File: config.mk
export PLATFORM = sky130hd
export DESIGN_NAME = vtlb3
export DESIGN_NICKNAME = d
export VERILOG_FILES = /design/src/rtl/vtlb_pkg.sv /design/src/rtl/vtlb_match.sv /design/src/rtl/vtlb_victim.sv /design/src/rtl/vtlb_age.sv /design/src/rtl/vtlb3.sv
export SDC_FILE = /design/constraint.sdc
export NUM_CORES = 1
export LEC_CHECK = 0
export ABC_AREA = 1
export CAP_MARGIN = 20
export CORE_ASPECT_RATIO = 1.2
export CORE_MARGIN = 2
export CORE_UTILIZATION = 30
export CTS_CLUSTER_DIAMETER = 200
export DETAILED_ROUTE_END_ITERATION = 8
export DONT_BUFFER_PORTS = 1
export PLACE_DENSITY_LB_ADDON = 0.12
export RECOVER_POWER = 100
export SLEW_MARGIN = 20
export SYNTH_ARGS = -nofsm -noshare
export SYNTH_HDL_FRONTEND = slang
export SYNTH_SLANG_ARGS = --single-unit
export TNS_END_PERCENT = 50
File: constraint.sdc
create_clock -name clk -period 2.7 [get_ports clk]
set_clock_uncertainty 0.15 [all_clocks]
set_input_delay 0.135 -clock clk [delete_from_list [all_inputs] [get_ports clk]]
set_output_delay 0.135 -clock clk [all_outputs]
set_load 0.005 [all_outputs]
File: src/rtl/vtlb_pkg.sv
`timescale 1ns/1ps
package vtlb_pkg;
  localparam int unsigned DEF_VA_W      = 16;
  localparam int unsigned DEF_PAGE_BITS = 13;
  localparam int unsigned DEF_PA_W      = 16;
  localparam int unsigned DEF_ENTRIES   = 3;

  // Index of the lowest set bit of a one-hot (or zero) vector.
  function automatic int unsigned oh_index(input logic [31:0] oh);
    int unsigned r;
    r = 0;
    for (int i = 31; i >= 0; i--) begin
      if (oh[i]) r = i;
    end
    return r;
  endfunction
endpackage

File: src/rtl/vtlb_match.sv
`timescale 1ns/1ps
module vtlb_match #(
  parameter int unsigned ENTRIES = 3,
  parameter int unsigned VPN_W   = 3
) (
  input  logic [ENTRIES-1:0]            valid_i,
  input  logic [ENTRIES-1:0][VPN_W-1:0] tag_i,
  input  logic [VPN_W-1:0]              key_i,
  output logic [ENTRIES-1:0]            hit_o
);
  for (genvar g = 0; g < ENTRIES; g++) begin : g_cmp
    assign hit_o[g] = valid_i[g] && (tag_i[g] == key_i);
  end
endmodule

File: src/rtl/vtlb_victim.sv
`timescale 1ns/1ps
module vtlb_victim #(
  parameter int unsigned ENTRIES = 3,
  parameter int unsigned IDX_W   = 2
) (
  input  logic [ENTRIES-1:0]            valid_i,
  input  logic [ENTRIES-1:0]            resident_i,
  input  logic [ENTRIES-1:0][IDX_W-1:0] age_i,
  output logic [ENTRIES-1:0]            victim_oh_o,
  output logic [IDX_W-1:0]              victim_idx_o
);
  localparam logic [IDX_W-1:0] OLDEST = IDX_W'(ENTRIES - 1);

  logic [ENTRIES-1:0] first_free;
  logic [ENTRIES-1:0] oldest;
  logic               any_free;

  always_comb begin
    first_free = '0;
    any_free   = 1'b0;
    for (int i = 0; i < ENTRIES; i++) begin
      if (!valid_i[i] && !any_free) begin
        first_free[i] = 1'b1;
        any_free      = 1'b1;
      end
    end
  end

  for (genvar g = 0; g < ENTRIES; g++) begin : g_old
    assign oldest[g] = (age_i[g] == OLDEST);
  end

  always_comb begin
    if (|resident_i)   victim_oh_o = resident_i;
    else if (any_free) victim_oh_o = first_free;
    else               victim_oh_o = oldest;
    victim_idx_o = IDX_W'(vtlb_pkg::oh_index(32'(victim_oh_o)));
  end
endmodule

File: src/rtl/vtlb_age.sv
`timescale 1ns/1ps
module vtlb_age #(
  parameter int unsigned ENTRIES = 3,
  parameter int unsigned IDX_W   = 2
) (
  input  logic                          clk,
  input  logic                          rst,
  input  logic                          touch_i,
  input  logic [IDX_W-1:0]              touch_idx_i,
  output logic [ENTRIES-1:0][IDX_W-1:0] age_o
);
  localparam int unsigned SEEN_W = 1 << IDX_W;

  logic [IDX_W-1:0] ref_age;
  assign ref_age = age_o[touch_idx_i];

  always_ff @(posedge clk) begin
    if (rst) begin
      for (int i = 0; i < ENTRIES; i++) age_o[i] <= IDX_W'(i);
    end else if (touch_i) begin
      for (int i = 0; i < ENTRIES; i++) begin
        if (IDX_W'(i) == touch_idx_i)  age_o[i] <= '0;
        else if (age_o[i] < ref_age)   age_o[i] <= age_o[i] + 1'b1;
      end
    end
  end

  logic [SEEN_W-1:0] seen;
  always_comb begin
    seen = '0;
    for (int i = 0; i < ENTRIES; i++) seen[age_o[i]] = 1'b1;
  end

  // the ages always form a permutation of 0..ENTRIES-1
  p_age_perm_r7: assert property (@(posedge clk) disable iff (rst)
    $countones(seen) == ENTRIES);

  // the touched entry becomes the youngest
  p_touch_young_r7: assert property (@(posedge clk) disable iff (rst)
    touch_i |=> age_o[$past(touch_idx_i)] == '0);
endmodule

File: src/rtl/vtlb3.sv
`timescale 1ns/1ps
module vtlb3 #(
  parameter int unsigned VA_W      = vtlb_pkg::DEF_VA_W,
  parameter int unsigned PAGE_BITS = vtlb_pkg::DEF_PAGE_BITS,
  parameter int unsigned PA_W      = vtlb_pkg::DEF_PA_W,
  parameter int unsigned ENTRIES   = vtlb_pkg::DEF_ENTRIES
) (
  input  logic                      clk,
  input  logic                      rst,
  input  logic                      req_valid,
  input  logic [VA_W-1:0]           req_va,
  input  logic                      req_write,
  input  logic                      fill_valid,
  input  logic [VA_W-PAGE_BITS-1:0] fill_vpn,
  input  logic [PA_W-PAGE_BITS-1:0] fill_ppn,
  input  logic                      fill_dirty,
  output logic                      resp_valid,
  output logic                      resp_hit,
  output logic [PA_W-1:0]           resp_pa,
  output logic                      wb_valid,
  output logic [VA_W-PAGE_BITS-1:0] wb_vpn
);
  localparam int unsigned VPN_W = VA_W - PAGE_BITS;
  localparam int unsigned PPN_W = PA_W - PAGE_BITS;
  localparam int unsigned IDX_W = (ENTRIES > 1) ? $clog2(ENTRIES) : 1;

  logic [ENTRIES-1:0]            ent_v, ent_d;
  logic [ENTRIES-1:0][VPN_W-1:0] ent_vpn;
  logic [ENTRIES-1:0][PPN_W-1:0] ent_ppn;
  logic                          pend_write;

  logic                          req_fire;
  logic [VPN_W-1:0]              req_vpn;
  logic [ENTRIES-1:0]            look_vec, fillm_vec, vict_oh;
  logic [IDX_W-1:0]              look_idx, vict_idx, touch_idx;
  logic                          look_any, fill_res, touch;
  logic [ENTRIES-1:0][IDX_W-1:0] ages;

  assign req_fire = req_valid && !fill_valid;
  assign req_vpn  = req_va[VA_W-1:PAGE_BITS];

  vtlb_match #(.ENTRIES(ENTRIES), .VPN_W(VPN_W)) u_look (
    .valid_i(ent_v), .tag_i(ent_vpn), .key_i(req_vpn), .hit_o(look_vec));

  vtlb_match #(.ENTRIES(ENTRIES), .VPN_W(VPN_W)) u_fmatch (
    .valid_i(ent_v), .tag_i(ent_vpn), .key_i(fill_vpn), .hit_o(fillm_vec));

  assign look_any = |look_vec;
  assign fill_res = |fillm_vec;
  assign look_idx = IDX_W'(vtlb_pkg::oh_index(32'(look_vec)));

  vtlb_victim #(.ENTRIES(ENTRIES), .IDX_W(IDX_W)) u_victim (
    .valid_i(ent_v), .resident_i(fillm_vec), .age_i(ages),
    .victim_oh_o(vict_oh), .victim_idx_o(vict_idx));

  assign touch     = fill_valid || (req_fire && look_any);
  assign touch_idx = fill_valid ? vict_idx : look_idx;

  vtlb_age #(.ENTRIES(ENTRIES), .IDX_W(IDX_W)) u_age (
    .clk(clk), .rst(rst), .touch_i(touch), .touch_idx_i(touch_idx), .age_o(ages));

  always_ff @(posedge clk) begin
    if (rst) begin
      ent_v      <= '0;
      ent_d      <= '0;
      pend_write <= 1'b0;
    end else begin
      if (req_fire && !look_any) pend_write <= req_write;
      for (int i = 0; i < ENTRIES; i++) begin
        if (fill_valid && vict_oh[i]) begin
          ent_v[i] <= 1'b1;
          ent_d[i] <= fill_dirty || pend_write || (fillm_vec[i] && ent_d[i]);
        end else if (req_fire && look_vec[i] && req_write) begin
          ent_d[i] <= 1'b1;
        end
      end
    end
  end

  always_ff @(posedge clk) begin
    for (int i = 0; i < ENTRIES; i++) begin
      if (fill_valid && vict_oh[i]) begin
        ent_vpn[i] <= fill_vpn;
        ent_ppn[i] <= fill_ppn;
      end
    end
  end

  always_ff @(posedge clk) begin
    if (rst) begin
      resp_valid <= 1'b0;
      resp_hit   <= 1'b0;
      resp_pa    <= '0;
      wb_valid   <= 1'b0;
      wb_vpn     <= '0;
    end else begin
      resp_valid <= req_fire;
      resp_hit   <= req_fire && look_any;
      resp_pa    <= (req_fire && look_any) ?
                    {ent_ppn[look_idx], req_va[PAGE_BITS-1:0]} : '0;
      wb_valid   <= fill_valid && !fill_res && ent_v[vict_idx] && ent_d[vict_idx];
      wb_vpn     <= ent_vpn[vict_idx];
    end
  end

  // a response only follows an accepted request
  p_resp_after_req_r2: assert property (@(posedge clk) disable iff (rst)
    resp_valid |-> $past(req_valid && !fill_valid));
  // a hit is only reported with a valid response
  p_hit_in_resp_r3: assert property (@(posedge clk) disable iff (rst)
    resp_hit |-> resp_valid);
  // a miss returns a zero address
  p_miss_zero_r4: assert property (@(posedge clk) disable iff (rst)
    (resp_valid && !resp_hit) |-> resp_pa == '0);
  // a write-back notice only follows a fill
  p_wb_after_fill_r8: assert property (@(posedge clk) disable iff (rst)
    wb_valid |-> $past(fill_valid));
  // a fill always targets exactly one slot
  p_one_victim_r6: assert property (@(posedge clk) disable iff (rst)
    fill_valid |-> $countones(vict_oh) == 1);
  // no page number is ever resident twice
  p_no_dup_r10: assert property (@(posedge clk) disable iff (rst)
    $onehot0(look_vec));
  // a request colliding with a fill gives no response
  p_drop_on_fill_r11: assert property (@(posedge clk) disable iff (rst)
    (req_valid && fill_valid) |=> !resp_valid);
endmodule

### After elaboration in Yosys (flattened, before gate mapping)

Cells that the tools add are included.

* bits in registers: 53
* bits of input ports: 28
* output and inout port bits: 22
* word-level logic and storage cells: 128

* add/subtract/negate cells: 3
* order comparisons: 6
* equality and inequality tests: 11
* multiplexer cells: 36
* bitwise operators: 1
* reductions and logical operators: 50

Operators by type and width (count)
* 2-bit two-way mux: 14
* 1-bit logical AND: 26
* 3-bit equality test: 6
* 1-bit two-way mux: 13
* 3-bit binary-select mux with 2-bit select: 2
* 3-bit two-way mux: 4
* 2-bit nonzero test: 6
* 2-bit by 3-bit < comparator with 1-bit output, second input constant: 3
* 2-bit by 1-bit adder with 2-bit output, second input constant: 3
* 2-bit equality test, second input constant: 3
* 1-bit zero test: 6
* 2-bit < comparator: 3
* 2-bit AND reduction: 3
* 3-bit OR reduction: 2
* 1-bit logical OR: 5
* 1-bit binary-select mux with 2-bit select: 2
* 2-bit binary-select mux with 2-bit select: 1
* 1-bit by 2-bit equality test with 1-bit output, first input constant: 1
* 2-bit equality test, first input constant: 1
* 2-bit zero test: 1
* 2-bit OR reduction: 1
* 1-bit inverter: 1

### Longest topological paths before layout

Gate-level depths: netlist of run 1.

* depth after elaboration: 17
* depth in mapped cells: 21

### Hierarchy

Synthesis of run 1 repeated with hierarchy kept, for this count alone.

* cell total of the unflattened synthesis: 383
* area total of the unflattened synthesis: 2772.7 µm²

By module, submodules not included
* vtlb3: instances 1, cells an instance 192, area each 1799.2 µm², seq. area each 1121.1 µm²
* vtlb_age: instances 1, cells an instance 71, area each 480.5 µm², seq. area each 120.1 µm²
* vtlb_match: instances 2, cells an instance 45, area each 182.7 µm², seq. area each 0.0 µm²
* vtlb_victim: instances 1, cells an instance 30, area each 127.6 µm², seq. area each 0.0 µm²

### Worst setup path after synthesis of run 1

Ideal clock, no wire load.

* path type: reg-to-reg
* start: reg ent_vpn[5] in the netlist's numbering
* end: reg u_age.age_o[3] in the netlist's numbering
* library setup time: 0.114 ns
* arrival time: 1.843 ns
* slack: 0.593 ns
* cell stages (with the launch flop): 14
* path buffers: 0
* clock period less this slack: 2.107 ns
* cells stage by stage: edfxtp_1 -> xor2_1 -> nor4_4 -> nand3_4 -> nand2_4 -> nand2_1 -> nand3_1 -> nand3_1 -> nand2_1 -> inv_1 -> nand2_1 -> nand2_1 -> nor2_1 -> nor2_2

* cells in the longest elaborated chain, start to end: 13
* elaborated cells between the ends (all ways): 22

Ends and longest elaborated chain
* from (decl): line vtlb3.sv:28 `logic [ENTRIES-1:0][VPN_W-1:0] ent_vpn;`
* from (signal, indexed assignment): line vtlb3.sv:83 `ent_vpn[i] <= fill_vpn;`
* 3-bit equality test: line vtlb_match.sv:12 `assign hit_o[g] = valid_i[g] && (tag_i[g] == key_i);`
* 1-bit logical AND: line vtlb_match.sv:12
* 3-bit OR reduction: line vtlb_victim.sv:34 `if (|resident_i) victim_oh_o = resident_i;`
* 3-bit two-way mux: line vtlb_victim.sv:34
* 2-bit two-way mux (3 in series): line vtlb_pkg.sv:13 `if (oh[i]) r = i;`
* 2-bit two-way mux: line vtlb3.sv:57 `assign touch_idx = fill_valid ? vict_idx : look_idx;`
* 2-bit binary-select mux with 2-bit select: line vtlb_age.sv:15 `assign ref_age = age_o[touch_idx_i];`
* 2-bit two-way mux (implied by the code): line vtlb_age.sv:15
* 2-bit < comparator: line vtlb_age.sv:23 `else if (age_o[i] < ref_age) age_o[i] <= age_o[i] + 1'b1;`
* 2-bit nonzero test (no line)
* 2-bit AND reduction (no line)
* to (signal, indexed assignment): line vtlb_age.sv:22 `if (IDX_W'(i) == touch_idx_i) age_o[i] <= '0;`
* to (decl): line vtlb_age.sv:10 `output logic [ENTRIES-1:0][IDX_W-1:0] age_o`

Parallel ways exist; a longest one is shown, timed or not. The select of a mux whose other input is x is not followed.
A chain may end at the register's enable or synchronous reset.

### Worst setup path after layout of run 1

* start: reg ent_v[0]
* end: reg u_age.age_o[3] in the netlist's numbering

* cells in the longest elaborated chain, start to end: 16
* elaborated cells between the ends (all ways): 28

Ends and longest elaborated chain
* from (decl): line vtlb3.sv:27 `logic [ENTRIES-1:0] ent_v, ent_d;`
* from (signal assigned): line vtlb3.sv:64 `ent_v <= '0;`
* from (signal, indexed assignment): line vtlb3.sv:71 `ent_v[i] <= 1'b1;`
* 1-bit two-way mux / 1-bit logical AND (equally long branches): line vtlb_victim.sv:22 `if (!valid_i[i] && !any_free) begin`
* 1-bit two-way mux: line vtlb_victim.sv:22
* 1-bit zero test: line vtlb_victim.sv:22
* 1-bit logical AND: line vtlb_victim.sv:22
* 1-bit two-way mux: line vtlb_victim.sv:22
* 3-bit two-way mux: line vtlb_victim.sv:35 `else if (any_free) victim_oh_o = first_free;`
* 3-bit two-way mux: line vtlb_victim.sv:34
* 2-bit two-way mux (3 in series): line vtlb_pkg.sv:13
* 2-bit two-way mux: line vtlb3.sv:57
* 2-bit binary-select mux with 2-bit select: line vtlb_age.sv:15
* 2-bit two-way mux (implied by the code): line vtlb_age.sv:15
* 2-bit < comparator: line vtlb_age.sv:23
* 2-bit nonzero test (no line)
* 2-bit AND reduction (no line)

Parallel ways exist; a longest one is shown, timed or not. The select of a mux whose other input is x is not followed.

==> results of run 1 <==
[per-layer routing]
metal	GRT usage, %	wire [um]	share of wire (%)	vias up
met5	0	0	0	-
met2	27.2	3550	52	36
met1	19.0	3010	44	1035
met3	3.26	226	3.3	6
li1	-	-	-	1134
met4	4.48	93	1.4	0
[power groups by stage]
| stage | Combinational (mW) | Sequential (mW) | Clock (mW) |
|---|---|---|---|
| floorplan | 0.171 | 0.897 | 0 |
| global placement | 0.220 | 0.906 | 0 |
| detailed placement | 0.219 | 0.906 | 0 |
| CTS | 0.252 | 0.887 | 0.549 |
| global route | 0.281 | 0.892 | 0.574 |
| finish | 0.245 | 0.887 | 0.527 |
[worst max-delay path, delay by kind of cell, from the launching register on]
| kind | cells | cell delay [ps] |
|---|---|---|
| buffers and inverters | 1 | 120 |
| flip-flops | 1 | 400 |
| AO/OA/AOI/OAI | 1 | 270 |
| AND/OR/NAND/NOR | 13 | 1350 |
[cell families (layout without fill, tap and decap cells)]
family / count (synthesis) / after routing
XOR/XNOR: 2 / 2
flip-flops: 53 / 53
AO/OA/AOI/OAI: 32 / 32
AND/OR/NAND/NOR: 184 / 184
buffers and inverters: 57 / 94
adder cells (fa/ha/maj): 3 / 3
[placed cells by master, fill, tap and decap left out, drive strengths merged]
cell type and n:
o211ai 1, nor3 8, nand3 31, a311oi 1, clkinv 2, a22oi 1
a31oi 5, a211oi 2, or2 1, dfxtp 35, buf 4, nor4 1
nand2 93, a21oi 8, nor2 46, o21ai 11, nand4 4, clkbuf 12
a2111oi 3, xor2 2, dlygate4sd3 22, edfxtp 18, ha 3, inv 54
[layout make-up]
class / instances / area, um^2
clock buffer: 7 / 97.6
clock inverter: 1 / 8.76
fill: 937 / 5400
inverter: 55 / 208
multi-input combinational: 221 / 1150
sequential: 53 / 1240
tap: 117 / 146
timing repair buffer: 31 / 269
[synth_stat cells]
cell                        number
sky130_fd_sc_hd__a21oi_2         1
sky130_fd_sc_hd__o21ai_0         8
sky130_fd_sc_hd__a2111oi_0       3
sky130_fd_sc_hd__xor2_1          2
sky130_fd_sc_hd__a22oi_1         1
sky130_fd_sc_hd__a211oi_1        2
sky130_fd_sc_hd__inv_2           7
sky130_fd_sc_hd__nand3_1        23
sky130_fd_sc_hd__a311oi_1        1
sky130_fd_sc_hd__nand2_4         3
sky130_fd_sc_hd__nand3_2         5
sky130_fd_sc_hd__clkinv_2        1
sky130_fd_sc_hd__dfxtp_1        35
sky130_fd_sc_hd__nand2_1        81
sky130_fd_sc_hd__nand2_2         9
sky130_fd_sc_hd__or2_2           1
sky130_fd_sc_hd__clkbuf_1        2
sky130_fd_sc_hd__clkinv_1        1
sky130_fd_sc_hd__edfxtp_1       18
sky130_fd_sc_hd__nand3_4         3
sky130_fd_sc_hd__nor3_1          7
sky130_fd_sc_hd__nor2_1         43
sky130_fd_sc_hd__inv_1          46
sky130_fd_sc_hd__o211ai_1        1
sky130_fd_sc_hd__ha_1            3
sky130_fd_sc_hd__nand4_1         3
sky130_fd_sc_hd__a31oi_1         5
sky130_fd_sc_hd__nor3_2          1
sky130_fd_sc_hd__nand4_4         1
sky130_fd_sc_hd__nor2_2          3
sky130_fd_sc_hd__nor4_4          1
sky130_fd_sc_hd__o21ai_1         3
sky130_fd_sc_hd__a21oi_1         7
[through the flow]
stage,util [%],cell area (um^2)
final,36.6,3120
after global placement,33.1,2820
after global routing,36.6,3120
after CTS,36.9,3140
after floorplan,-,2610
after detailed placement,33.1,2820
[state kept, by name (all words and copies together), names as in the netlist]
signal and cells:
u_age.age_o 6, ent_v 3, ent_ppn 9, wb_valid 1, resp_pa 16, ent_d 3, pend_write 1, resp_valid 1
resp_hit 1, wb_vpn 3, ent_vpn 9
[how the worst min path moves through the flow]
| stage | from | end | cells after the start |
|---|---|---|---|
| floorplan | rst | resp_valid | 1 |
| global placement | rst | u_age.age_o[1] | 1 |
| detailed placement | rst | u_age.age_o[1] | 1 |
| CTS | req_write | pend_write | 4 |
| global route | req_write | pend_write | 4 |
| finish | req_write | pend_write | 4 |
==> results.md, run 1 <==
Run status:
- The run finished with clean final reports.

Synth:
- Synthesis inferred 53 register bits.
- In the post-synthesis netlist, the biggest area contributors are sky130_fd_sc_hd__dfxtp_1 (27%), sky130_fd_sc_hd__edfxtp_1 (21%), sky130_fd_sc_hd__nand2_1 (12%).
- The sequential fraction of the synthesis area is 47.5%.
- The portion of netlist area occupied by mux cells is 0%.
- Counting every net in the synthesized netlist gives 362.
- After Yosys synthesis, XOR and XNOR cells account for 0.671% of the synthesized area.
- After synthesis the cells add up to 2610 um^2.
- The cell count after synthesis came out at 331.
- The number of synthesis warnings is 0.
- The synthesized area divided by synthesized cell count is 7.89 um^2.
- The post-synthesis adder-cell area fraction is 1.44%.
- The fraction of synthesized cell area taken by the top area cell type is 26.8%.
- sky130_fd_sc_hd__dfxtp_1 takes more of the synthesized area than any other cell.
- Summing the areas of all and, or, nand and nor instances in the mapped netlist gives 34.6% of the synthesized area.
- The netlist uses 33 different library cells.
- The largest family of logic cells by synthesized area is simple AND/OR/NAND/NOR gates.
- Summing the areas of all compound-gate instances in the mapped netlist gives 7.47% of the synthesized area.

Timing:
- The worst hold margin is 8.64 ps.
- The number of max-slew violations in the final report is 0.
- The number of hold violations in the final report is 0.
- After routing, the total negative slack on setup checks comes to 0 ps.
- The number of failing setup endpoints in the final timing report is 0.
- The upper clock frequency limit is 419 MHz.
- Setup repair after global routing left no endpoint under its margin.
- In this run the tightest slew margin relative to its limit is 60.2%.
- The shortest clock period the worst path allows after layout is 2380 ps.
- The final setup slack of the worst path is 316 ps.
- For the pin with the worst max-slew slack, the measured transition is 598 ps.
- The final worst-path cycle share is 88.3%.

Clock tree:
- The post-cts resize count is 0.
- The clock tree root buffer cell is sky130_fd_sc_hd__clkbuf_8.
- The clock insertion delay at the later pin of the skew report is 320 ps.
- The total clock sinks is 53.
- The maximum level of the CTS H-tree is 2.
- The post-CTS clock slew at the launch and capture registers of the worst setup and hold paths is 100 ps.
- The number of hold buffers added after CTS was 22.
- Counting the buffers created by CTS gives 5.
- TritonCTS built the clock tree.
- The number of setup buffers added after CTS is 0.
- The maximum clock insertion buffer count is 2.

Die:
- The die is 89.2 um wide.
- The standard-cell row count is 37.
- The height of the chip is 106 um.
- The floorplan step defined a die boundary enclosing 9470 um^2.
- The total area inside the core boundary comes to 8520 um^2.
- For this design the top-level I/O count stands at 50.
- For this configuration, the core starts out at a cell density of 30.7%.

Finish:
- The count of non-filler cells in the finished layout is 485.
- The repair_antennas step left the layout with diodes totalling 0.
- Relative to the synthesized area, the layout overhead comes to 19.4%.
- After the last flow step, the layout net total stands at 398.
- Of the cells placed in the final design, the portion with a size suffix greater than 1 is 12.2%.

Pwr:
- The standby leakage power is 1.40 nW.
- IR analysis of the VDD net gives a maximum drop of 0.000220 V.
- In this run switching power makes up 27.8% of total power.
- The relative contribution of combinational cells to total power is 14.8%.
- The overall power is 1.66 mW.
- The clock network accounts for 31.8% of the total power.
- The internal power of the cells totals 1.20 mW.
- The cell area power density is 532 nW/um^2.
- In this run the power spent charging and discharging nets is 462 uW.
- The sequential share of power is 53.5%.

Setup path:
- The most critical setup path has its startpoint at ent_v[0].
- For the worst flop-to-flop path, the logic depth is 15.
- Counting stages on the worst path, the most repeated cell is sky130_fd_sc_hd__nand2_1.
- The worst setup slack for register-to-register paths is 320 ps.
- The endpoint kind of the worst setup timing path is a register.
- The slowest stage of the critical path belongs to the cell sky130_fd_sc_hd__dfxtp_1.
- The critical path goes through inv_1, a21oi_1, nand4_4, nand3_4, nand2_4, nand2_1, nand2_1, nand2_1, nand2_1, nor2_1, nand2_1, nand2_1, nand2_1, nor2_1, nor2_2.
- The largest fanout on the critical path is 9.
- In this design, the stage delay of the slowest critical-path cell is 400 ps.
- The startpoint of the most critical register-to-register path is ent_v[0].
- The signal arrival time at the worst endpoint is 2460 ps.
- The startpoint type of the worst setup path is a register.
- The critical path is of the reg -> reg type.
- The endpoint identified for the worst register-to-register timing path is u_age.age_o[3].
- The capture point of the worst path is u_age.age_o[3].
- For the worst setup path, the data required time is 2780 ps.

Routing:
- The number of vias per cell after detailed routing is 4.56.
- In this run the remaining antenna-violating nets after routing total 0.
- The final layout contains routed wiring with a total length of 6870 um.
- In this run, the number of DRC markers left after iteration 0 of detailed routing was 99.
- In the routed design, unresolved DRC markers number 0.
- The overall via count from detail_route is 2211.
- The first detailed-routing pass took 4 iterations.
- The average detailed-routed wire length per instance is 14.2 um.

Run:
- Max-cap violations in this run came to 0.

Placement:
- The sum of net half-perimeters after detailed placement is 5050 um.
- During placement, the flow inserted port buffers numbering 0.
- The worst setup timing slack at the placement stage is 351 ps.
- Once placement completed, the tool counted placed cells totaling 455.
- Routability-driven placement finished with a final weighted congestion of 0.794.

GRT:
- The total overflow reported by the global router is 0.
- The global-route wire length before repair is 11200 um.
- The number of global-route vias before repair is 2292.
- The global-route usage over all layers is 15.6%.
- Entering global routing, the biggest net connects 18 pins.
- The number of antenna violations at the first check in global routing is 0.

Worst hold path:
- The type of the tightest min-delay check is in -> reg.
(Power assumes the default switching activity.)
==> inputs of run 2 (changes only) <==
--- a/config.mk
+++ b/config.mk
@@ -13,10 +13,12 @@
 export CTS_CLUSTER_DIAMETER = 200
 export DETAILED_ROUTE_END_ITERATION = 8
 export DONT_BUFFER_PORTS = 1
+export MAX_ROUTING_LAYER = met4
 export PLACE_DENSITY_LB_ADDON = 0.12
 export RECOVER_POWER = 100
 export SLEW_MARGIN = 20
 export SYNTH_ARGS = -nofsm -noshare
 export SYNTH_HDL_FRONTEND = slang
+export SYNTH_HIERARCHICAL = 1
 export SYNTH_SLANG_ARGS = --single-unit
 export TNS_END_PERCENT = 50
==> results.md, run 2 <==
Pwr:
- The cell area power density is 420 nW/um^2 (-21%).
- The maximum ir drop on the vdd rail is 0.000265 V (+20%).
- The overall power is 1.59 mW (-3.9%).
- The standby leakage power was 1.83 nW (+30%).

Synth:
- The number of register bits inferred by synthesis was 53 (unchanged).
- The post-synthesis async set-or-reset flop share is 0% (unchanged).
- The post-synthesis adder-cell area fraction is 1.35% (-0.084 points).
- The synthesized-area fraction occupied by ao, oa, aoi and oai cells is 3.43% (-4.0 points).
- The number of synthesis warnings is 6 (+6).
- The number of enable flip-flop cells after synthesis was 18 (unchanged).
- The number of standard cells after synthesis is 383 (+16%).
- Yosys attributes the largest share of cell area to sky130_fd_sc_hd__dfxtp_1 (25%), sky130_fd_sc_hd__edfxtp_1 (19%), sky130_fd_sc_hd__nand2_1 (15%).
- By instance count, the leading cell after synthesis is sky130_fd_sc_hd__nand2_1.
- The library cell with the largest summed area after synthesis is sky130_fd_sc_hd__dfxtp_1.
- In the synthesized netlist, the cells that appear most often are sky130_fd_sc_hd__nand2_1 (111), sky130_fd_sc_hd__inv_1 (69), sky130_fd_sc_hd__nor2_1 (49).
- The count of distinct cell types in the synthesized netlist is 30 (-9.1%).
- After synthesis, the largest family of logic cells by area is simple AND/OR/NAND/NOR gates.
- The fraction of synthesized cell area taken by the top area cell type was 25.3% (-1.6 points).
- The net count after synthesis is 414 (+14%).
- The sequential fraction of the synthesis area is 44.8% (-2.8 points).
- The portion of netlist area occupied by mux cells is 0% (unchanged).
- The post-synthesis xor/xnor area fraction is 0.948% (+0.28 points).
- The cell area after synthesis was 2770 um^2 (+6.2%).
- The main flop type after synthesis is sky130_fd_sc_hd__dfxtp_1.
- The simple-gate share of the synthesized area is 37.4% (+2.7 points).
- The synthesized area divided by synthesized cell count is 7.24 um^2 (-8.2%).

Finish:
- The most common library cell in the layout ignoring fill and taps is sky130_fd_sc_hd__nand2_1.
- Relative to the synthesized area, the layout overhead comes to 36.9%.
- The flip-flop count of the largest register after layout is 16 (unchanged).
- The fraction of final layout cells with drive strength greater than 1 came to 26.8% (+15 points).
- The largest register by flop count is resp_pa.
- The filler cell count was 949 (+1.3%).
- The largest registers in the layout are resp_pa: 16 flops, ent_ppn: 9 flops, ent_vpn: 9 flops.
- The antenna diode count is 0 (unchanged).
- The library cells used most frequently in the layout, excluding fill and tap cells, are sky130_fd_sc_hd__nand2_1 (102), sky130_fd_sc_hd__inv_1 (63), sky130_fd_sc_hd__buf_4 (48), sky130_fd_sc_hd__nor2_1 (43), sky130_fd_sc_hd__dfxtp_1 (35).
- The final instance area came to 3800 um^2 (+22%).
- The post-layout net count came to 500 (+26%).

Clock tree:
- The tree is rooted in a sky130_fd_sc_hd__clkbuf_8.
- The total clock sinks came to 53 (unchanged).
- The hold buffer count at cts is 34 (+55%).
- The post-CTS clock slew at the launch and capture registers of the worst setup and hold paths is 100 ps (about the same).
- TritonCTS built the clock tree.
- The clock insertion delay at the later pin of the skew report is 320 ps (about the same).
- The total CTS buffers came to 5 (unchanged).
- The maximum clock insertion buffer count is 2 (unchanged).
- The maximum level of the CTS H-tree is 2 (unchanged).

Setup path:
- The family with the most delay on the worst path is simple AND/OR/NAND/NOR gates.
- The critical path depth is 23 (+8).
- The cell with the largest stage delay on the worst path is sky130_fd_sc_hd__edfxtp_1.
- Counting stages on the worst path, the most repeated cell is sky130_fd_sc_hd__nand2_2.
- The required time of the critical path is 2770 ps (about the same).
- The start point of the critical path is ent_vpn[2].
- The endpoint kind of the worst setup timing path is a register.
- The delay of the slowest cell on the worst path is 440 ps (+40 ps).
- The endpoint of the lowest-slack register-to-register path is u_age/age_o[3].
- The capture point of the worst path is u_age/age_o[3].
- The depth of the worst register-to-register path is 23 (+8).
- The largest fanout on the critical path is 3 (-6).
- The startpoint type of the worst setup path is a register.
- The worst setup slack for register-to-register paths is -130 ps (-450 ps).
- The number of buffer and inverter stages on the critical path is 4 (+3).
- The critical path goes through a21oi_2, nand2_2, nor2_4, nor2_2, nand2_2, inv_1, nand2_2, nand2_4, nor2_4, inv_2, o21ai_4, inv_2, nand2_2, inv_2, a22o_1, a21oi_2, ha_1, nand2_1, nand2_1, nand2_2, nand2_1, nand2_1, a21oi_2.
- The signal arrival time at the worst endpoint is 2910 ps (+450 ps).
- The critical path class is reg -> reg.
- The startpoint of the most critical register-to-register path is ent_vpn[2].

Routing:
- The count of routing violations after the opening detailed-route iteration came to 96 (-3.0%).
- The overall via count from detail_route was 2526 (+14%).
- The number of vias per cell after detailed routing came to 4.28 (-6.1%).
- The number of detailed-route iterations in the first pass was 4 (unchanged).
- The number of remaining DRC errors was 0 (unchanged).
- The number of antenna-violating nets in the routed design is 0 (unchanged).
- The overall routed net length was 7170 um (+4.3%).
- The average detailed-routed wire length per instance is 12.2 um (-14%).

Die:
- The die area is 10000 um^2 (+5.9%).
- The core footprint is 9030 um^2 (+6.1%).
- The effective utilization at floorplan is 30.7% (+0.037 points).
- The standard-cell row count is 38 (+2.7%).
- The number of I/O pins was 50 (unchanged).
- The die span in x is 91.8 um (+2.9%).
- The height of the chip is 109 um (+2.9%).

Timing:
- The number of failing setup endpoints in the final timing report is 6 (+6).
- The number of max-slew violations in the final report is 0 (unchanged).
- The number of hold violations in the final report is 6 (+6).
- The final worst-path cycle share was 105% (+17 points).
- The worst slew slack as a fraction of its limit was 70.5% (+10 points).
- The shortest clock period the worst path allows after layout came to 2830 ps (+449 ps).
- The worst hold margin was -287 ps (-296 ps).
- The slew at the pin closest to its max-slew limit is 442 ps (-156 ps).
- Setup repair after global routing could not meet its margin everywhere.
- The upper clock frequency limit was 353 MHz (-16%).
- The final total negative setup slack is -721 ps (-721 ps).
- The final setup slack of the worst path came to -133 ps (-449 ps).

Run:
- The max-cap check violation count is 0 (unchanged).

Placement:
- The number of buffers inserted by port buffering is 0 (unchanged).
- The placed cell area came to 3220 um^2 (+14%).
- The placer congestion estimate is 0.885 (+12%).
- The worst setup timing slack at the placement stage came to -225 ps (-576 ps).
- The sum of net half-perimeters after detailed placement is 5280 um (+4.5%).

GRT:
- The total overflow reported by the global router is 0 (unchanged).
- The maximum number of pins on one net before global-route repair is 17 (-1).
- The number of global-route vias before repair is 2400 (+4.7%).
- The number of antenna violations at the first check in global routing was 0 (unchanged).
- The global-route wire length before repair came to 11400 um (+1.2%).
- The global-route usage over all layers is 15.1% (-0.53 points).

Worst hold path:
- The path class of the tightest hold or removal check is in -> reg.

Run status:
- The flow ran to the end, but the final reports show violations.
- The checks that failed: hold timing, setup timing.
run 2: cell types whose count changed after synthesis, moves of 5 or more:
cell                      previous run  this run
sky130_fd_sc_hd__nand2_1            81       111
sky130_fd_sc_hd__inv_1              46        69
sky130_fd_sc_hd__nor2_2              3        13
sky130_fd_sc_hd__nand4_1             3         9
sky130_fd_sc_hd__nor2_1             43        49
sky130_fd_sc_hd__nor3_1              7         1
sky130_fd_sc_hd__o21ai_0             8         2
sky130_fd_sc_hd__a31oi_1             5         0
run 2: through the flow:
step	utilization, %	instances
floorplan	-	383
global placement	35.7	538
detailed placement	35.7	538
CTS	40.9	583
global route	42.0	590
finish	42.0	590
run 2: logic make-up after synthesis:
logic type | after synthesis
adders and majority gates | 3
buffers and inverters | 82
and+or+nand+nor | 226
AOI/OAI and AO/OA | 16
xor gates and xnor gates | 3
DFF | 53
run 2: worst min path at each step:
stage	start	end	cells past startpoint	slack [ps]
global placement	rst	u_age/age_o[3]	1	60
floorplan	rst	u_age/age_o[3]	1	50
detailed placement	rst	u_age/age_o[3]	1	60
finish	rst	u_age/age_o[3]	1	-290
CTS	rst	u_age/age_o[3]	1	-290
global route	rst	u_age/age_o[3]	1	-300
run 2: layout make-up:
cell class / instances / area, um^2 / area share [%]
clock buffers: 6 / 72.6 / 1.91
clock inverters: 2 / 13.8 / 0.363
inverters: 79 / 313 / 8.24
multi-input cells: 248 / 1310 / 34.4
flip-flops and latches: 53 / 1240 / 32.7
well taps: 120 / 150 / 3.96
repair buffers: 82 / 701 / 18.5
run 2: timing repair:
item                       CTS  global route
hold endpoints to repair    53             6
gates resized for setup      5            18
setup endpoints to repair    6            11
pin swaps                    1             9
cloned                       0             0
buffers inserted             3             7
run 2: power breakdown:
group	leakage (nW)	switching [mW]	internal (mW)
registers	0.451	0.0172	0.855
logic	1.33	0.146	0.122
clock network	0.0417	0.269	0.184
total	1.83	0.433	1.16
run 2: metal layers:
layer	track usage (%)	wire length (um)
met1	15.6	2880
met2	28.0	3890
met3	3.15	201
met4	6.08	193
met5	-	0
==> inputs of run 3 (changes only) <==
--- a/config.mk
+++ b/config.mk
@@ -10,6 +10,7 @@
 export CORE_ASPECT_RATIO = 1.2
 export CORE_MARGIN = 2
 export CORE_UTILIZATION = 30
+export CTS_BUF_LIST = sky130_fd_sc_hd__clkbuf_8
 export CTS_CLUSTER_DIAMETER = 200
 export DETAILED_ROUTE_END_ITERATION = 8
 export DONT_BUFFER_PORTS = 1
==> results.md, run 3 (same netlist as run 2, synthesis figures left out) <==
Die:
- The die span in x came to 91.8 um (unchanged).
- The die area is 10000 um^2 (unchanged).
- The core footprint is 9030 um^2 (unchanged).
- The number of I/O pins is 50 (unchanged).
- The height of the chip is 109 um (unchanged).
- The standard-cell row count is 38 (unchanged).
- The effective utilization at floorplan is 30.7% (unchanged).

GRT:
- The total overflow reported by the global router is 0 (unchanged).
- The number of global-route vias before repair came to 2400 (unchanged).
- The global-route wire length before repair is 11400 um (unchanged).
- The maximum number of pins on one net before global-route repair is 17 (unchanged).
- The global routing usage on met2 is 28.0% (unchanged).
- The global-route usage over all layers was 15.1% (unchanged).
- The met3 capacity usage during global routing was 3.15% (unchanged).
- After global routing, the most crowded layer is met2.
- The met1 layer usage reported by global route is 15.6% (unchanged).
- The number of antenna violations at the first check in global routing is 0 (unchanged).

Routing:
- The number of vias per cell after detailed routing came to 4.27 (-0.16%).
- The count of routing violations after the opening detailed-route iteration is 92 (-4.2%).
- The overall via count from detail_route came to 2522 (-0.16%).
- The average detailed-routed wire length per instance is 12.2 um (about the same).
- The number of detailed-route iterations in the first pass is 4 (unchanged).
- The overall routed net length is 7170 um (about the same).
- The number of antenna-violating nets in the routed design was 0 (unchanged).
- The number of remaining DRC errors is 0 (unchanged).

Placement:
- The sum of net half-perimeters after detailed placement came to 5280 um (unchanged).
- The number of buffers inserted by port buffering is 0 (unchanged).
- The placer congestion estimate was 0.885 (unchanged).

Worst hold path:
- The count of cells along the worst hold path is 1 (unchanged).
- The type of the tightest min-delay check is in -> reg.
- The endpoint of the worst hold-timing path is u_age/age_o[3].
- The critical hold path startpoint is rst.

Clock tree:
- The post-CTS clock slew at the launch and capture registers of the worst setup and hold paths is 100 ps (about the same).
- The hold buffer count at cts is 34 (unchanged).
- The total CTS buffers was 5 (unchanged).
- The clock insertion delay at the later pin of the skew report is 320 ps (about the same).
- The maximum clock insertion buffer count came to 2 (unchanged).
- The TritonCTS clock tree is done.
- The clock tree root buffer cell is sky130_fd_sc_hd__clkbuf_8.
- The total clock sinks is 53 (unchanged).
- The maximum level of the CTS H-tree is 2 (unchanged).

Finish:
- The register with the most flip-flops in the final layout is resp_pa.
- The filler cell count is 949 (unchanged).
- The combined flip-flop and latch cell area came to 1240 um^2 (unchanged).
- The multi-input gate area in the final layout is 1310 um^2 (unchanged).
- The largest registers in the layout are resp_pa: 16 flops, ent_ppn: 9 flops, ent_vpn: 9 flops.
- The fraction of final layout cells with drive strength greater than 1 is 26.8% (unchanged).
- The flip-flop count of the largest register after layout is 16 (unchanged).
- The post-layout net count is 500 (unchanged).
- The antenna diode count was 0 (unchanged).
- The library cell used most frequently in the layout, excluding fill and tap cells, is sky130_fd_sc_hd__nand2_1.
- The layout overhead on the synthesized area is 36.9% (unchanged).
- The top cell types in the final layout, fill and taps aside, are sky130_fd_sc_hd__nand2_1 (102), sky130_fd_sc_hd__inv_1 (64), sky130_fd_sc_hd__buf_4 (48), sky130_fd_sc_hd__nor2_1 (43), sky130_fd_sc_hd__dfxtp_1 (35).

Timing:
- The upper clock frequency limit is 353 MHz (about the same).
- The final worst-path cycle share was 105% (about the same).
- Setup repair after global routing could not meet its margin everywhere.
- The final setup slack of the worst path is -133 ps (+0.237 ps).
- The number of max-slew violations in the final report is 0 (unchanged).
- The worst hold margin came to -287 ps (+0.115 ps).
- The worst slew slack as a fraction of its limit is 70.5% (unchanged).
- The shortest clock period the worst path allows after layout came to 2830 ps (-0.237 ps).
- The number of hold violations in the final report is 6 (unchanged).
- The number of failing setup endpoints in the final timing report is 6 (unchanged).
- The slew at the pin closest to its max-slew limit is 442 ps (unchanged).

Setup path:
- The endpoint kind of the worst setup timing path is a register.
- The required time of the critical path is 2770 ps (about the same).
- STA classifies the critical path startpoint as a register.
- The signal arrival time at the worst endpoint was 2910 ps (about the same).
- The depth of the worst register-to-register path is 23 (unchanged).
- The largest fanout on the critical path came to 3 (unchanged).
- The critical path in this run is classified as reg -> reg.
- The worst setup slack for register-to-register paths is -130 ps (about the same).
- The endpoint of the lowest-slack register-to-register path is u_age/age_o[3].
- The startpoint of the most critical register-to-register path is ent_vpn[2].

Pwr:
- The overall power is 1.59 mW (-0.27%).
- The cell area power density was 419 nW/um^2 (-0.27%).
- The maximum ir drop on the vdd rail is 0.000265 V (about the same).
- The standby leakage power is 1.83 nW (+0.23%).

Run status:
- The flow ran to the end, but the final reports show violations.
- The checks that failed: hold timing, setup timing.

Run:
- The max-cap check violation count came to 0 (unchanged).
==> run 3: cell types whose count changed in the layout (fill, tap and decap cells not counted) <==
cell | before | now
sky130_fd_sc_hd__inv_1 | 63 | 64
sky130_fd_sc_hd__clkbuf_1 | 1 | 0
==> run 3: cell type report <==
class / count / share of cell area (%)
multi-input cells: 248 / 34.4
well taps: 120 / 3.96
flip-flops and latches: 53 / 32.7
inverters: 79 / 8.24
clock inverters: 3 / 0.461
repair buffers: 82 / 18.5
clock buffers: 5 / 1.81
==> run 3: worst max path at each step <==
stage                           from              to  cells past startpoint
final                     ent_vpn[2]  u_age/age_o[3]                     23
after global routing      ent_vpn[5]  u_age/age_o[4]                     26
after CTS                 ent_vpn[2]  u_age/age_o[5]                     23
after detailed placement  ent_vpn[2]  u_age/age_o[5]                     25
after global placement    ent_vpn[6]  u_age/age_o[5]                     22
after floorplan           ent_vpn[5]  u_age/age_o[2]                     25
==> run 3: metrics by stage <==
| stage | utilization [%] | instance area, um^2 | cells | setup WS, ps | TNS, ps |
|---|---|---|---|---|---|
| CTS | 40.9 | 3690 | 583 | -182 | -1020 |
| detailed placement | 35.7 | 3220 | 538 | -225 | -1250 |
| floorplan | - | 2810 | 383 | -120 | -649 |
| global route | 42.0 | 3800 | 590 | -392 | -2780 |
| finish | 42.0 | 3800 | 590 | -133 | -722 |
| global placement | 35.7 | 3220 | 538 | -218 | -1240 |
==> run 3: worst max-delay path: stages (launching register included) <==
cell and delay [ps]:
sky130_fd_sc_hd__edfxtp_1 440, sky130_fd_sc_hd__a21oi_2 170, sky130_fd_sc_hd__nand2_2 70, sky130_fd_sc_hd__nor2_4 120
sky130_fd_sc_hd__nor2_2 60, sky130_fd_sc_hd__nand2_2 70, sky130_fd_sc_hd__inv_1 50, sky130_fd_sc_hd__nand2_2 70
sky130_fd_sc_hd__nand2_4 70, sky130_fd_sc_hd__nor2_4 120, sky130_fd_sc_hd__inv_2 60, sky130_fd_sc_hd__o21ai_4 130
sky130_fd_sc_hd__inv_2 60, sky130_fd_sc_hd__nand2_2 60, sky130_fd_sc_hd__inv_2 40, sky130_fd_sc_hd__a22o_1 180
sky130_fd_sc_hd__a21oi_2 150, sky130_fd_sc_hd__ha_1 260, sky130_fd_sc_hd__nand2_1 70, sky130_fd_sc_hd__nand2_1 60
sky130_fd_sc_hd__nand2_2 70, sky130_fd_sc_hd__nand2_1 60, sky130_fd_sc_hd__nand2_1 90, sky130_fd_sc_hd__a21oi_2 50
==> run 3: what timing repair did <==
action                                  in CTS  in global routing
gates resized for setup                      5                 18
hold endpoints to repair                    53                  6
buffers inserted                             3                  7
pin swaps                                    1                  9
endpoints found under the setup margin       6                 11
==> run 3: report_power, final <==
part	leakage, nW	internal (mW)	total (mW)	switching [mW]
Sequential	0.451	0.855	0.873	0.0172
Combinational	1.33	0.122	0.269	0.146
Clock	0.0459	0.180	0.449	0.269
==> run 3: layer usage <==
| metal | wire length [um] | vias to the layer above |
|---|---|---|
| li1 | - | 1336 |
| met1 | 2890 | 1140 |
| met2 | 3890 | 32 |
| met3 | 196 | 14 |
| met4 | 193 | 0 |
| met5 | 0 | - |
